## src/rtl/cs_seq_pkg.sv

```systemverilog
package cs_seq_pkg;

    localparam int DLY_W = 8;
    localparam int REG_W = 32;
    localparam int LO_LSB = 0;
    localparam int HI_LSB = 16;

    localparam logic [2:0] A_SEL  = 3'd0;
    localparam logic [2:0] A_IDLE = 3'd1;
    localparam logic [2:0] A_MODE = 3'd2;
    localparam logic [2:0] A_TIM0 = 3'd3;
    localparam logic [2:0] A_TIM1 = 3'd4;

    localparam logic [1:0] M_AUTO = 2'd0;
    localparam logic [1:0] M_HOLD = 2'd2;
    localparam logic [1:0] M_OFF  = 2'd3;

    typedef struct packed {
        logic [DLY_W-1:0] lead;
        logic [DLY_W-1:0] trail;
        logic [DLY_W-1:0] rest;
        logic [DLY_W-1:0] spacing;
    } gap_cfg_t;

    typedef enum logic [2:0] {
        ST_IDLE,
        ST_SETUP,
        ST_XFER,
        ST_TAIL,
        ST_GAP,
        ST_SPACE
    } seq_state_t;

    function automatic logic mode_holds(input logic [1:0] m);
        return m == M_HOLD;
    endfunction

    function automatic logic mode_drives(input logic [1:0] m);
        return m != M_OFF;
    endfunction

    function automatic logic [REG_W-1:0] pack_pair(input logic [DLY_W-1:0] lo,
                                                   input logic [DLY_W-1:0] hi);
        logic [REG_W-1:0] w;
        w = '0;
        w[LO_LSB +: DLY_W] = lo;
        w[HI_LSB +: DLY_W] = hi;
        return w;
    endfunction

endpackage

```

## src/rtl/cs_cfg_regs.sv

```systemverilog
module cs_cfg_regs
    import cs_seq_pkg::*;
#(
    parameter int NUM_CS = 4,
    parameter int ID_W   = 2
) (
    input  logic              clk,
    input  logic              rst,
    input  logic              we,
    input  logic [2:0]        addr,
    input  logic [REG_W-1:0]  wdata,
    output logic [REG_W-1:0]  rdata,
    output logic [ID_W-1:0]   sel,
    output logic [NUM_CS-1:0] idle,
    output logic [1:0]        mode,
    output gap_cfg_t          gaps,
    output logic              rel_evt
);

    logic unused_wbits;
    assign unused_wbits = ^wdata;

    always_ff @(posedge clk) begin
        if (rst) begin
            sel          <= '0;
            idle         <= '1;
            mode         <= M_AUTO;
            gaps.lead    <= DLY_W'(1);
            gaps.trail   <= DLY_W'(1);
            gaps.rest    <= DLY_W'(1);
            gaps.spacing <= '0;
            rel_evt      <= 1'b0;
        end else begin
            rel_evt <= 1'b0;
            if (we) begin
                case (addr)
                    A_SEL: begin
                        if (wdata[ID_W-1:0] != sel) rel_evt <= 1'b1;
                        sel <= wdata[ID_W-1:0];
                    end
                    A_IDLE: begin
                        if (wdata[NUM_CS-1:0] != idle) rel_evt <= 1'b1;
                        idle <= wdata[NUM_CS-1:0];
                    end
                    A_MODE: begin
                        if (wdata[1:0] != mode) rel_evt <= 1'b1;
                        mode <= wdata[1:0];
                    end
                    A_TIM0: begin
                        gaps.lead  <= wdata[LO_LSB +: DLY_W];
                        gaps.trail <= wdata[HI_LSB +: DLY_W];
                    end
                    A_TIM1: begin
                        gaps.rest    <= wdata[LO_LSB +: DLY_W];
                        gaps.spacing <= wdata[HI_LSB +: DLY_W];
                    end
                    default: ;
                endcase
            end
        end
    end

    always_comb begin
        case (addr)
            A_SEL:   rdata = REG_W'(sel);
            A_IDLE:  rdata = REG_W'(idle);
            A_MODE:  rdata = REG_W'(mode);
            A_TIM0:  rdata = pack_pair(gaps.lead, gaps.trail);
            A_TIM1:  rdata = pack_pair(gaps.rest, gaps.spacing);
            default: rdata = '0;
        endcase
    end

    // a release event only follows a register write
    a_r8_release_after_write: assert property (@(posedge clk) disable iff (rst)
        rel_evt |-> $past(we));

endmodule

```

## src/rtl/cs_gap_cnt.sv

```systemverilog
module cs_gap_cnt
    import cs_seq_pkg::*;
(
    input  logic             clk,
    input  logic             rst,
    input  logic             load,
    input  logic [DLY_W-1:0] load_val,
    input  logic             tick,
    output logic             zero
);

    logic [DLY_W-1:0] cnt;

    always_ff @(posedge clk) begin
        if (rst)                    cnt <= '0;
        else if (load)              cnt <= load_val;
        else if (tick && cnt != '0) cnt <= cnt - DLY_W'(1);
    end

    assign zero = (cnt == '0);

    // without a tick and without a load the count holds
    a_r11_frozen_without_tick: assert property (@(posedge clk) disable iff (rst)
        (!load && !tick) |=> $stable(cnt));

    // the count never rises except on a load
    a_r11_counts_down: assert property (@(posedge clk) disable iff (rst)
        !$past(load) |-> cnt <= $past(cnt));

endmodule

```

## src/rtl/cs_seq_fsm.sv

```systemverilog
module cs_seq_fsm
    import cs_seq_pkg::*;
(
    input  logic             clk,
    input  logic             rst,
    input  logic             frame_req,
    input  logic             frame_done,
    input  logic [1:0]       mode,
    input  gap_cfg_t         gaps,
    input  logic             rel_evt,
    input  logic             cnt_zero,
    output logic             cnt_load,
    output logic [DLY_W-1:0] cnt_val,
    output logic             cs_on,
    output logic             frame_go
);

    seq_state_t state, nxt;
    logic       nxt_on, go_nxt, rel_pend, rel, clr_rel;

    assign rel = rel_pend | rel_evt;

    always_comb begin
        nxt      = state;
        nxt_on   = cs_on;
        cnt_load = 1'b0;
        cnt_val  = '0;
        go_nxt   = 1'b0;
        case (state)
            ST_IDLE: begin
                if (cs_on && rel) begin
                    nxt_on   = 1'b0;
                    nxt      = ST_GAP;
                    cnt_load = 1'b1;
                    cnt_val  = gaps.rest;
                end else if (frame_req) begin
                    if (cs_on) begin
                        nxt    = ST_XFER;
                        go_nxt = 1'b1;
                    end else begin
                        nxt_on   = mode_drives(mode);
                        nxt      = ST_SETUP;
                        cnt_load = 1'b1;
                        cnt_val  = gaps.lead;
                    end
                end
            end
            ST_SETUP: begin
                if (cnt_zero) begin
                    nxt    = ST_XFER;
                    go_nxt = 1'b1;
                end
            end
            ST_XFER: begin
                if (frame_done) begin
                    cnt_load = 1'b1;
                    if (mode_holds(mode) && cs_on && !rel) begin
                        nxt     = ST_SPACE;
                        cnt_val = gaps.spacing;
                    end else begin
                        nxt     = ST_TAIL;
                        cnt_val = gaps.trail;
                    end
                end
            end
            ST_TAIL: begin
                if (cnt_zero) begin
                    nxt_on   = 1'b0;
                    nxt      = ST_GAP;
                    cnt_load = 1'b1;
                    cnt_val  = gaps.rest;
                end
            end
            ST_GAP, ST_SPACE: begin
                if (cnt_zero) nxt = ST_IDLE;
            end
            default: nxt = ST_IDLE;
        endcase
    end

    assign clr_rel = (state == ST_IDLE && nxt == ST_SETUP) || (cs_on && !nxt_on);

    always_ff @(posedge clk) begin
        if (rst) begin
            state    <= ST_IDLE;
            cs_on    <= 1'b0;
            frame_go <= 1'b0;
            rel_pend <= 1'b0;
        end else begin
            state    <= nxt;
            cs_on    <= nxt_on;
            frame_go <= go_nxt;
            rel_pend <= rel & ~clr_rel;
        end
    end

    // a grant lasts one cycle
    a_r10_go_single: assert property (@(posedge clk) disable iff (rst)
        frame_go |=> !frame_go);

    // the line is never selected while off mode is programmed
    a_r9_off_never_asserts: assert property (@(posedge clk) disable iff (rst)
        $rose(cs_on) |-> $past(mode) != M_OFF);

    // a line drops only after its trail gap or on a release
    a_r8_drop_reason: assert property (@(posedge clk) disable iff (rst)
        $fell(cs_on) |-> ($past(state) == ST_TAIL) ||
                         ($past(state) == ST_IDLE && ($past(rel_pend) || $past(rel_evt))));

    // the line stays selected through the frame spacing
    a_r7_spacing_keeps_line: assert property (@(posedge clk) disable iff (rst)
        (state == ST_SPACE) |-> cs_on);

endmodule

```

## src/rtl/cs_drive.sv

```systemverilog
module cs_drive
    import cs_seq_pkg::*;
#(
    parameter int NUM_CS = 4,
    parameter int ID_W   = 2
) (
    input  logic              clk,
    input  logic              rst,
    input  logic              cs_on,
    input  logic [ID_W-1:0]   sel,
    input  logic [NUM_CS-1:0] idle,
    output logic [NUM_CS-1:0] cs_out
);

    for (genvar i = 0; i < NUM_CS; i++) begin : g_line
        assign cs_out[i] = idle[i] ^ (cs_on && sel == ID_W'(i));
    end

    // at most one line away from its idle level
    a_r3_single_line: assert property (@(posedge clk) disable iff (rst)
        $countones(cs_out ^ idle) <= 1);

    // with nothing selected the bus matches the idle levels
    a_r3_idle_bus: assert property (@(posedge clk) disable iff (rst)
        !cs_on |-> cs_out == idle);

endmodule

```

## src/rtl/cs_sequencer.sv

```systemverilog
module cs_sequencer
    import cs_seq_pkg::*;
#(
    parameter int NUM_CS = 4
) (
    input  logic              clk,
    input  logic              rst,
    input  logic              cfg_we,
    input  logic [2:0]        cfg_addr,
    input  logic [31:0]       cfg_wdata,
    output logic [31:0]       cfg_rdata,
    input  logic              sck_tick,
    input  logic              frame_req,
    input  logic              frame_done,
    output logic              frame_go,
    output logic [NUM_CS-1:0] cs_out
);

    localparam int ID_W = (NUM_CS > 1) ? $clog2(NUM_CS) : 1;

    logic [ID_W-1:0]   sel;
    logic [NUM_CS-1:0] idle;
    logic [1:0]        mode;
    gap_cfg_t          gaps;
    logic              rel_evt, cnt_load, cnt_zero, cs_on;
    logic [DLY_W-1:0]  cnt_val;

    cs_cfg_regs #(.NUM_CS(NUM_CS), .ID_W(ID_W)) u_regs (
        .clk(clk), .rst(rst), .we(cfg_we), .addr(cfg_addr), .wdata(cfg_wdata),
        .rdata(cfg_rdata), .sel(sel), .idle(idle), .mode(mode), .gaps(gaps),
        .rel_evt(rel_evt)
    );

    cs_gap_cnt u_cnt (
        .clk(clk), .rst(rst), .load(cnt_load), .load_val(cnt_val),
        .tick(sck_tick), .zero(cnt_zero)
    );

    cs_seq_fsm u_fsm (
        .clk(clk), .rst(rst), .frame_req(frame_req), .frame_done(frame_done),
        .mode(mode), .gaps(gaps), .rel_evt(rel_evt), .cnt_zero(cnt_zero),
        .cnt_load(cnt_load), .cnt_val(cnt_val), .cs_on(cs_on), .frame_go(frame_go)
    );

    cs_drive #(.NUM_CS(NUM_CS), .ID_W(ID_W)) u_drive (
        .clk(clk), .rst(rst), .cs_on(cs_on), .sel(sel), .idle(idle), .cs_out(cs_out)
    );

endmodule

```

## config.mk

```make
export PLATFORM = sky130hd
export DESIGN_NAME = cs_sequencer
export DESIGN_NICKNAME = d
export VERILOG_FILES = /design/src/rtl/cs_seq_pkg.sv /design/src/rtl/cs_cfg_regs.sv /design/src/rtl/cs_gap_cnt.sv /design/src/rtl/cs_seq_fsm.sv /design/src/rtl/cs_drive.sv /design/src/rtl/cs_sequencer.sv
export SDC_FILE = /design/constraint.sdc
export NUM_CORES = 1
export LEC_CHECK = 0
export BUFFER_PORTS_ARGS = -buffer_cell sky130_fd_sc_hd__buf_4
export CAP_MARGIN = 20
export CORE_MARGIN = 10
export CORE_UTILIZATION = 58
export DETAILED_ROUTE_END_ITERATION = 10
export HOLD_SLACK_MARGIN = 0.06
export PLACE_DENSITY = 0.86
export SETUP_SLACK_MARGIN = 0.05
export SYNTH_ARGS = -nofsm -noshare
export SYNTH_HDL_FRONTEND = slang
export SYNTH_SLANG_ARGS = --single-unit
```

## constraint.sdc

```tcl
create_clock -name clk -period 4.3 [get_ports clk]
set_input_delay 0.43 -clock clk [delete_from_list [all_inputs] [get_ports clk]]
set_output_delay 0.43 -clock clk [all_outputs]
set_load 0.02 [all_outputs]
```

==> reports/metrics.csv <==
stage,metric,value,unit
cells_and_area,fin nets,446,
clock_network,clock sinks,55,
floorplanning,Die Height,93.6,um
cells_and_area,Layout area overhead,10.8,%
place,dpl hpwl,5590,um
logic_synthesis,Yosys Warn Count,0,
route,DR vias/cell,5.97,
global_route,gr usage total,17.7,%
run,maxcap violations,0,
place,Port Buffers,45,
clock_network,"Clk pin slew, worst setup/hold paths",100,ps
cells_and_area,final cell count without fillers,475,
timing,final setup fails,0,
cells_and_area,FF/Latch Area,0.00110,mm2
timing,RSZ-0062 raised after global routing,false,
global_route,largest net degree at the start of global routing,48,
clock_network,CTS buffer count,5,
logic_synthesis,"Seq/Total Area, Yosys",35.0,%
critical_path,R2R Path End,u_cnt.cnt[7],
route,initial drt markers,232,
place,worst slack at placement,1950,ps
logic_synthesis,Gate Count Post-Synth,380,
critical_path,Critical Path Source,cfg_addr[2],
floorplanning,cell row count,26,
critical_path,Worst setup EP type,output port,
power_and_ir_drop,Pwr Total,1.61,mW
cells_and_area,utilization after layout,67.4,%
logic_synthesis,ranking of synthesized cells by area,"dfxtp_1, nand2_1, a21oi_1",
logic_synthesis,"Top FF cell, synth",dfxtp_1,
clock_network,postcts setup bufs,0,
timing,Final Max Tran Viols,0,
hold_path,Min-Delay Endpoint,u_regs.gaps[16],
logic_synthesis,Seq cells post-synth,55,
route,DRC Markers,0,
floorplanning,initial cell density of the core,60.8,%
timing,final hold viol count,0,
power_and_ir_drop,PD cells,461,mW/mm2
logic_synthesis,Cell variety after synth,61,
timing,Tightest Pin Transition,953,ps
route,post-route ant nets,0,
hold_path,hold path depth,3,
critical_path,CP Data Arrival Time,1940,ps
timing,"Period Utilization, post-route",55.2,%
power_and_ir_drop,LEAKAGE,1.34,nW
floorplanning,die area,0.00877,mm2
timing,Worst Clk Skew,7.39,ps
place,GP Congestion,0.869,
global_route,vias in the first global route,2718,
outcome,status,finished clean,
clock_network,CTS Buffer Depth,2,
route,wire per inst,17.1,um
clock_network,post_cts resized,0,
timing,setup_tns,0,ps
cells_and_area,footprint of the multi-input gates,0.00181,mm2
logic_synthesis,post-synth top area cell,dfxtp_1,
route,Via Count,2836,
timing,Slew HR,36.3,%
logic_synthesis,syn_area_per_cell,8.28,um2
critical_path,data required time of the critical path,3870,ps
global_route,first-pass GRT wire length,12900,um
global_route,gr ovfl total,0,
clock_network,root buffer cell,clkbuf_8,
timing,hold_ws,328,ps
floorplanning,Die X,93.6,um
place,placed cell areas,0.00337,mm2
clock_network,latest clock arrival within the worst-skew pair,310,ps
timing,Fmax,0.421,GHz
critical_path,Critical Path Fanout Max,12,
cells_and_area,fillers,417,
cells_and_area,cell area after layout,0.00349,mm2
cells_and_area,fraction of layout instances using a drive strength above 1,20.0,%
route,final WL,8110,um
timing,setup ws final,1930,ps
power_and_ir_drop,worst vdd ir,0.242,mV
floorplanning,Ports,78,
timing,fin crit period,2370,ps
critical_path,crit path kind,input pin to output port,
hold_path,worst min-delay path class,input pin to register,
logic_synthesis,Synth top area share,35.0,%
clock_network,H-tree levels,2,
clock_network,hold buffer count at CTS,0,
critical_path,Reg2Reg Depth,7,
logic_synthesis,asr flop ratio synth,0,%
logic_synthesis,post-synthesis cell area,0.00315,mm2
hold_path,Hold Startpoint,cfg_wdata[16],
logic_synthesis,number of synthesized flops with an enable pin,0,
floorplanning,Core Area,0.00517,mm2
critical_path,reg2reg start,u_cnt.cnt[0],
critical_path,R2R setup slack,2180,ps
critical_path,startpoint types,input pin,
global_route,antenna violations before repair,0,
clock_network,CTS tree,built,
route,drt first pass iters,5,
place,Placed Cells,467,
cells_and_area,n_diodes,0,
metal layers:
layer / vias up / track usage (%) / share of wire, %
met5: - / 0 / 0
met4: 0 / 7.34 / 2.0
met3: 18 / 3.52 / 6.9
met2: 122 / 29.9 / 49
met1: 1329 / 21.5 / 42
li1: 1367 / - / -
cell usage after synthesis, drive strengths merged (4+ instances only):
cell    instances
xor2            7
a22o           12
xnor2           5
nor2           11
mux2            9
buf            27
nor3            4
dfxtp          55
o21ai           8
a21oi          38
and3            4
a22oi           5
nand2          86
mux2i          13
inv             9
nand3          12
clkbuf         16
a221oi          8
flip-flops by register name (all words and copies together) (netlist names):
name            count
u_regs.mode         2
u_fsm.state         3
u_regs.rel_evt      1
u_regs.idle         4
u_regs.gaps        32
u_fsm.rel_pend      1
u_regs.sel          2
u_fsm.cs_on         1
u_fsm.frame_go      1
u_cnt.cnt           8
power by group:
part / internal [mW] / switching [mW] / leakage [nW]
registers: 0.569 / 0.0880 / 0.447
logic: 0.268 / 0.337 / 0.836
clock network: 0.174 / 0.172 / 0.0581
area by class of cell:
type	count	share of cell area, %
flip-flops and latches	55	31.6
clock inverters	3	1.26
repair buffers	45	9.69
well taps	70	2.51
multi-input cells	287	51.9
inverters	10	1.08
clock buffers	5	1.97
worst max path at each step:
| stage | endpoint | slack (ps) | cells after the start |
|---|---|---|---|
| after floorplan | cfg_rdata[2] | 2250 | 7 |
| after global placement | cfg_rdata[23] | 1990 | 5 |
| after detailed placement | cfg_rdata[23] | 1950 | 5 |
| after CTS | cfg_rdata[23] | 1960 | 5 |
| after global routing | cfg_rdata[5] | 1850 | 5 |
| final | cfg_rdata[23] | 1930 | 5 |
cell families after synthesis:
logic type / after synthesis / synth area share (%)
mux: 22 / 7.36
flops: 55 / 35.0
other cells: 1 / 0.119
fa+ha+maj: 1 / 0.398
xor+xnor: 12 / 3.34
simple gates: 141 / 22.3
buf+inv: 53 / 9.27
compound gates: 95 / 22.2
cell usage in the layout, fill, tap and decap left out, types with 3 or more instances in the layout:
| master | n |
|---|---|
| a21oi_1 | 38 |
| a221oi_2 | 7 |
| a22o_1 | 12 |
| a22oi_1 | 5 |
| and3_1 | 4 |
| buf_4 | 45 |
| clkbuf_8 | 5 |
| conb_1 | 16 |
| dfxtp_1 | 55 |
| inv_1 | 9 |
| mux2_2 | 9 |
| mux2i_1 | 13 |
| nand2_1 | 86 |
| nand2b_1 | 3 |
| nand3_1 | 11 |
| nor2_1 | 10 |
| nor2b_1 | 3 |
| o21ai_0 | 5 |
| o21ai_1 | 3 |
| o22ai_1 | 3 |
| xnor2_1 | 5 |
| xor2_1 | 7 |
worst max-delay path, cell delays in order:
cell and delay [ps]:
buf_4 160, nand2b_1 200, nor2_1 740, a22o_1 260
buf_4 150
No activity file was read; power rests on OpenSTA's default activity.
